`src/rtl/kwd_pkg.sv`:
```
`timescale 1ns/1ps
package kwd_pkg;

  localparam int REG_W = 32;

  // key words written to the control register
  localparam logic [REG_W-1:0] KEY_START_ARM = 32'h1E1E_1E1E;
  localparam logic [REG_W-1:0] KEY_START_GO  = 32'hE1E1_E1E1;
  localparam logic [REG_W-1:0] KEY_STOP_ARM  = 32'h1F1F_1F1F;
  localparam logic [REG_W-1:0] KEY_STOP_GO   = 32'hF1F1_F1F1;

  // field positions
  localparam int CFG_KIND_BIT  = 0;
  localparam int CFG_NOW_BIT   = 31;
  localparam int CAUSE_WD_BIT  = 5;
  localparam int STATE_EN_BIT  = 0;
  localparam int STATE_ARMS_BIT = 1;
  localparam int STATE_ARMX_BIT = 2;

  localparam logic [REG_W-1:0] CAUSE_MASK = REG_W'(1) << CAUSE_WD_BIT;

  typedef enum logic [1:0] {
    ARM_IDLE  = 2'd0,
    ARM_START = 2'd1,
    ARM_STOP  = 2'd2
  } armState_e;

  // strobes from control to the counter datapath
  typedef struct packed {
    logic load;
    logic halt;
  } cntCmd_t;

endpackage

```
`src/rtl/kwd_ctrl.sv`:
```
`timescale 1ns/1ps
module kwd_ctrl
  import kwd_pkg::*;
#(
  parameter bit HAS_DISABLE = 1'b1
) (
  input  logic             clk,
  input  logic             porRst_n,
  input  logic             busRst_n,
  input  logic             ctlWrEn,
  input  logic [REG_W-1:0] ctlWrData,
  input  logic             cfgWrEn,
  input  logic [REG_W-1:0] cfgWrData,
  input  logic             causeWrEn,
  input  logic [REG_W-1:0] causeWrData,
  input  logic             cntEnabled,
  input  logic             cntExpire,
  output cntCmd_t          cmd,
  output logic [REG_W-1:0] ctlRdData,
  output logic [REG_W-1:0] cfgRdData,
  output logic [REG_W-1:0] causeRdData,
  output logic             rstReq,
  output logic             rstKind
);

  logic softRst_n;
  assign softRst_n = porRst_n & busRst_n;

  // key decode; the parameter picks whether stop keys exist
  logic hitStartArm, hitStartGo, hitStopArm, hitStopGo;

  generate
    if (HAS_DISABLE) begin : g_stoppable
      assign hitStartArm = (ctlWrData == KEY_START_ARM);
      assign hitStartGo  = (ctlWrData == KEY_START_GO);
      assign hitStopArm  = (ctlWrData == KEY_STOP_ARM);
      assign hitStopGo   = (ctlWrData == KEY_STOP_GO);
    end else begin : g_locked
      assign hitStartArm = (ctlWrData == KEY_START_ARM) || (ctlWrData == KEY_STOP_ARM);
      assign hitStartGo  = (ctlWrData == KEY_START_GO)  || (ctlWrData == KEY_STOP_GO);
      assign hitStopArm  = 1'b0;
      assign hitStopGo   = 1'b0;
    end
  endgenerate

  // arm/commit sequencer
  armState_e armQ, armNext;
  logic      loadKey, stopKey;

  always_comb begin
    armNext = armQ;
    loadKey = 1'b0;
    stopKey = 1'b0;
    if (ctlWrEn) begin
      armNext = ARM_IDLE;
      if (hitStartArm) begin
        armNext = ARM_START;
      end else if (hitStopArm) begin
        armNext = ARM_STOP;
      end else if (hitStartGo && (armQ == ARM_START)) begin
        loadKey = 1'b1;
      end else if (hitStopGo && (armQ == ARM_STOP)) begin
        stopKey = 1'b1;
      end
    end
  end

  always_ff @(posedge clk or negedge softRst_n) begin
    if (!softRst_n) armQ <= ARM_IDLE;
    else            armQ <= armNext;
  end

  // configuration register (power-on domain)
  logic [REG_W-1:0] cfgQ;
  logic             nowReq;

  assign nowReq = cfgWrEn && cfgWrData[CFG_NOW_BIT] && cfgWrData[CFG_KIND_BIT];

  always_ff @(posedge clk or negedge porRst_n) begin
    if (!porRst_n)    cfgQ <= '0;
    else if (cfgWrEn) cfgQ <= {1'b0, cfgWrData[REG_W-2:0]};
  end

  // request pulse
  logic reqQ, reqNext;
  assign reqNext = (cntExpire || nowReq) && !reqQ;

  always_ff @(posedge clk or negedge softRst_n) begin
    if (!softRst_n) reqQ <= 1'b0;
    else            reqQ <= reqNext;
  end

  // reset-cause register (power-on domain, write one to clear)
  logic [REG_W-1:0] causeQ, causeNext;

  always_comb begin
    causeNext = causeQ;
    if (causeWrEn) causeNext = causeQ & ~causeWrData;
    if (reqNext)   causeNext[CAUSE_WD_BIT] = 1'b1;
    causeNext = causeNext & CAUSE_MASK;
  end

  always_ff @(posedge clk or negedge porRst_n) begin
    if (!porRst_n) causeQ <= '0;
    else           causeQ <= causeNext;
  end

  // outputs
  always_comb begin
    cmd.load = loadKey;
    cmd.halt = stopKey || nowReq;
  end

  always_comb begin
    ctlRdData = '0;
    ctlRdData[STATE_EN_BIT]   = cntEnabled;
    ctlRdData[STATE_ARMS_BIT] = (armQ == ARM_START);
    ctlRdData[STATE_ARMX_BIT] = (armQ == ARM_STOP);
  end

  assign cfgRdData   = cfgQ;
  assign causeRdData = causeQ;
  assign rstReq      = reqQ;
  assign rstKind     = cfgQ[CFG_KIND_BIT];

endmodule

```
`src/rtl/kwd_count.sv`:
```
`timescale 1ns/1ps
module kwd_count
  import kwd_pkg::*;
#(
  parameter int               CNT_W  = 32,
  parameter logic [CNT_W-1:0] RELOAD = {CNT_W{1'b1}}
) (
  input  logic    clk,
  input  logic    rst_n,
  input  cntCmd_t cmd,
  output logic    enabled,
  output logic    expire
);

  logic [CNT_W-1:0] cntQ;
  logic             enQ;
  logic             atZero;

  assign atZero = (cntQ == '0);
  assign expire = enQ && atZero && !cmd.load && !cmd.halt;

  always_ff @(posedge clk or negedge rst_n) begin
    if (!rst_n) begin
      enQ  <= 1'b0;
      cntQ <= '0;
    end else if (cmd.load) begin
      enQ  <= 1'b1;
      cntQ <= RELOAD;
    end else if (cmd.halt || expire) begin
      enQ  <= 1'b0;
    end else if (enQ) begin
      cntQ <= cntQ - 1'b1;
    end
  end

  assign enabled = enQ;

endmodule

```
`src/rtl/keyed_watchdog.sv`:
```
`timescale 1ns/1ps
module keyed_watchdog
  import kwd_pkg::*;
#(
  parameter int               CNT_W       = 32,
  parameter logic [CNT_W-1:0] RELOAD      = {CNT_W{1'b1}},
  parameter bit               HAS_DISABLE = 1'b1
) (
  input  logic        clk,
  input  logic        por_rst_n,
  input  logic        bus_rst_n,
  input  logic        ctl_wr_en,
  input  logic [31:0] ctl_wr_data,
  output logic [31:0] ctl_rd_data,
  input  logic        cfg_wr_en,
  input  logic [31:0] cfg_wr_data,
  output logic [31:0] cfg_rd_data,
  input  logic        cause_wr_en,
  input  logic [31:0] cause_wr_data,
  output logic [31:0] cause_rd_data,
  output logic        rst_req,
  output logic        rst_kind
);

  cntCmd_t cntCmd;
  logic    cntEnabled;
  logic    cntExpire;
  logic    softRst_n;

  assign softRst_n = por_rst_n & bus_rst_n;

  kwd_ctrl #(.HAS_DISABLE(HAS_DISABLE)) u_ctrl (
    .clk         (clk),
    .porRst_n    (por_rst_n),
    .busRst_n    (bus_rst_n),
    .ctlWrEn     (ctl_wr_en),
    .ctlWrData   (ctl_wr_data),
    .cfgWrEn     (cfg_wr_en),
    .cfgWrData   (cfg_wr_data),
    .causeWrEn   (cause_wr_en),
    .causeWrData (cause_wr_data),
    .cntEnabled  (cntEnabled),
    .cntExpire   (cntExpire),
    .cmd         (cntCmd),
    .ctlRdData   (ctl_rd_data),
    .cfgRdData   (cfg_rd_data),
    .causeRdData (cause_rd_data),
    .rstReq      (rst_req),
    .rstKind     (rst_kind)
  );

  kwd_count #(.CNT_W(CNT_W), .RELOAD(RELOAD)) u_count (
    .clk     (clk),
    .rst_n   (softRst_n),
    .cmd     (cntCmd),
    .enabled (cntEnabled),
    .expire  (cntExpire)
  );

endmodule

```
`config.mk`:
```
export PLATFORM = sky130hd
export DESIGN_NAME = keyed_watchdog
export DESIGN_NICKNAME = d
export VERILOG_FILES = /design/src/rtl/kwd_pkg.sv /design/src/rtl/kwd_ctrl.sv /design/src/rtl/kwd_count.sv /design/src/rtl/keyed_watchdog.sv
export SDC_FILE = /design/constraint.sdc
export NUM_CORES = 1
export LEC_CHECK = 0
export BUFFER_PORTS_ARGS = -buffer_cell sky130_fd_sc_hd__buf_2
export CORE_MARGIN = 1.5
export CORE_UTILIZATION = 35
export DETAILED_ROUTE_END_ITERATION = 8
export GPL_ROUTABILITY_DRIVEN = 0
export SLEW_MARGIN = 20
export SYNTH_ARGS = -nofsm -noshare
export SYNTH_HDL_FRONTEND = slang
export SYNTH_SLANG_ARGS = --single-unit
```
`constraint.sdc`:
```
create_clock -name clk -period 3.9 [get_ports clk]
set_input_delay 0.78 -clock clk [delete_from_list [all_inputs] [get_ports clk]]
set_output_delay 0.78 -clock clk [all_outputs]
set_load 0.05 [all_outputs]
```
==> run_results.csv <==
group,metric,value,unit
timing,setup_viol,0,
clock_tree,cts_setup_buffers,0,
clock_tree,cts_resized,0,
timing,finalCriticalPeriod,2.71,ns
clock_tree,cts_sinks,68,
pwr,p_clk_share,39.9,%
pwr,power,1.92,mW
synthesis,synthCells,430,
timing,min_period_over_period,69.5,%
synthesis,synth_cell_types,49,
drt,wl_per_cell,13.8,um
pwr,power.density,368,mW/mm^2
place,dpl_cell_area,0.00494,sq mm
pwr,peakVddDrop,0.279,mV
critical_path,r2r_end,"u_count.enabled$_DFFE_PN0P_",
timing,fin_tns_setup,0,ns
critical_path,r2r_cells,6,
drt,highest_layer,"met4",
synthesis,synth_seq_cells,68,
critical_path,ff2ff_setup_slack,1.32,ns
timing,skew,0.00776,ns
pwr,sw_frac_of_total,33.0,%
critical_path,endpoint_kind,"register",
worst_hold_path,hp-class,"reg2reg",
drt,met3_length,591,um
drt,met2_length,4.75,mm
drt,ant_nets,0,
critical_path,cp-start-kind,"input port",
global_route,grt_pass1_vias,3395,
timing,worst_pin_slew,0.861,ns
layout,nets,625,
clock_tree,numCtsBuffers,9,
drt,post_drt_via_cell_ratio,4.83,
floorplanning,coreArea,0.0127,sq mm
synthesis,synthArstFlopShare,100,%
flow_run,drv_cap,0,
timing,relSlewSlack,42.6,%
critical_path,cp.arrival,2.96,ns
synthesis,ys_warn_count,0,
floorplanning,dieArea,0.0138,sq mm
layout,post-route-util,41.1,%
layout,drive_gt1_share,38.4,%
synthesis,avgSynthCellArea,10.7,sq um
clock_tree,cts_tree,"done",
clock_tree,cts.clk_slew.worst_paths,0.06,ns
drt,first_pass_iters,4,
drt,wirelength,9.65,mm
clock_tree,clock_latency,0.32,ns
layout,diodes,0,
synthesis,synth_area,0.00459,sq mm
status,status,"finished, final reports clean",
critical_path,required,4.15,ns
timing,fmax,369,MHz
pwr,combPwrFrac,20.7,%
layout,final_area,0.00523,sq mm
synthesis,ys.flop_type,"dfrtp_1",
clock_tree,cts_root_buf,"clkbuf_16",
timing,hold_slack,0.454,ns
floorplanning,die_h,118,um
drt,drtIter0Drc,193,
floorplanning,start_util,36.1,%
global_route,antenna_found_initial,0,
clock_tree,clockBufferDepth,2,
floorplanning,fp-row-count,41,
floorplanning,die_x,118,um
pwr,power_switching,636,uW
synthesis,yosysSeqAreaShare,37.0,%
synthesis,synth-edff-count,0,
clock_tree,cts_hold_buf,0,
critical_path,worstSetupStartpoint,"ctl_wr_data[19]",
global_route,grt_pass1_wl,16.1,mm
critical_path,critPathMaxFanout,60,
global_route,grt_max_degree,61,
critical_path,critical_path_class,"in2reg",
pwr,p_seq_share,39.4,%
timing,slew_violations,0,
drt,drc_errors,0,
place,portBuffers,107,
global_route,grt_overflow_total,0,
layout,areaGrowthSynthToFinish,13.9,%
layout,fillers,1264,
drt,vias,3369,
critical_path,critPathCapture,"u_count.cntQ[31]$_DFFE_PN0P_",
pwr,leakagePower,2.32,nW
critical_path,reg2reg_from,"u_count.cntQ[5]$_DFFE_PN0P_",
pwr,intPower,1.29,mW
timing,hold_viol,0,
place,dpl.hpwl,6.46,mm
clock_tree,h-tree-depth,3,
floorplanning,io_pins,200,
timing,rsz0062_at_grt,"no",
drt,met1_length,4.19,mm
global_route,grt_usage,14.1,%
[flip-flops by register name, summed over array words and instances, names as in the netlist]
signal	flops
u_count.cntQ	32
u_ctrl.rstReq	1
u_count.enabled	1
u_ctrl.cfgRdData	31
u_ctrl.causeRdData	1
u_ctrl.armQ	2
[power groups by stage]
| stage | combinational, mW | sequential (mW) | clock (mW) |
|---|---|---|---|
| floorplan | 0.233 | 0.890 | 0 |
| global placement | 0.397 | 0.768 | 0 |
| detailed placement | 0.401 | 0.769 | 0 |
| CTS | 0.400 | 0.758 | 0.789 |
| global route | 0.418 | 0.762 | 0.829 |
| finish | 0.399 | 0.758 | 0.768 |
[stage by stage]
stage	instances	setup WS (ns)
after global routing	698	1.04
after floorplan	490	1.45
final	698	1.19
after CTS	698	1.17
after global placement	682	0.880
after detailed placement	682	0.852
[layout by cell type (no fill, tap or decap), types with 4 or more instances in the layout]
cell type    n
buf_2      107
mux2_2      31
nand3_1     11
nand4b_1     7
inv_1        4
dfrtp_1     68
mux2i_1     31
nor4_1       5
buf_4        6
and3_1       4
a311oi_2    27
nor3_1       6
nand2_1     13
nand4_1      6
nand3b_1     5
or4_1        4
nor2_1      42
and2_1      29
and4_1       4
conb_1      61
clkbuf_16    9
[cells in the mapped netlist, drive strengths merged (5+ instances only)]
master / number / share of area (%)
buf: 82 / 14
dfrtp: 68 / 37
nor2: 43 / 3.9
and2: 31 / 4.2
mux2: 31 / 7.6
mux2i: 31 / 6.8
a311oi: 27 / 8.8
nand2: 13 / 1.1
clkbuf: 11 / 0.93
nand3: 11 / 1.2
nor3: 8 / 0.87
nand4: 7 / 1.1
nand4b: 7 / 1.3
nor4: 6 / 1.1
nand3b: 5 / 0.82
or4: 5 / 0.90
[how the worst min path moves through the flow]
stage,from,end,slack (ns),cells after the start
CTS,u_ctrl.rstReq$_DFF_PN0_,u_ctrl.rstReq$_DFF_PN0_,0.46,1
floorplan,u_ctrl.armQ[0]$_DFFE_PN0P_,u_ctrl.armQ[0]$_DFFE_PN0P_,0.46,2
finish,u_ctrl.rstReq$_DFF_PN0_,u_ctrl.rstReq$_DFF_PN0_,0.45,1
global route,por_rst_n,u_ctrl.cfgRdData[15]$_DFFE_PN0P_,0.48,2
global placement,u_ctrl.rstReq$_DFF_PN0_,u_ctrl.rstReq$_DFF_PN0_,0.46,1
detailed placement,u_ctrl.rstReq$_DFF_PN0_,u_ctrl.rstReq$_DFF_PN0_,0.45,1
[critical path, cell delays in order]
cell       delay (ns)
buf_2            0.10
and4bb_2         0.28
nand4_1          0.24
or3_2            0.54
buf_4            0.35
a2111oi_4        0.43
mux2i_1          0.22
[per-layer routing]
layer,up-vias,track usage [%]
li1,1603,-
met1,1641,16.9
met2,114,24.0
met3,11,4.26
met4,0,4.80
met5,-,0
[cell type report]
type / instances / area, sq um / area share, %
well taps: 172 / 215 / 4.11
clock buffers: 11 / 253 / 4.83
inverters: 4 / 15.0 / 0.287
clock inverters: 5 / 35.0 / 0.670
repair buffers: 113 / 581 / 11.1
multi-input cells: 325 / 2430 / 46.5
flip-flops and latches: 68 / 1700 / 32.5
[kinds of logic after synthesis]
group	after synthesis	synth area share [%]
mux	62	14.4
buf+inv	97	15.5
compound gates	38	11.2
flops	68	37.0
fa+ha+maj	2	0.545
simple gates	162	21.3
other cells	1	0.0816
No activity file was read; power rests on OpenSTA's default activity.
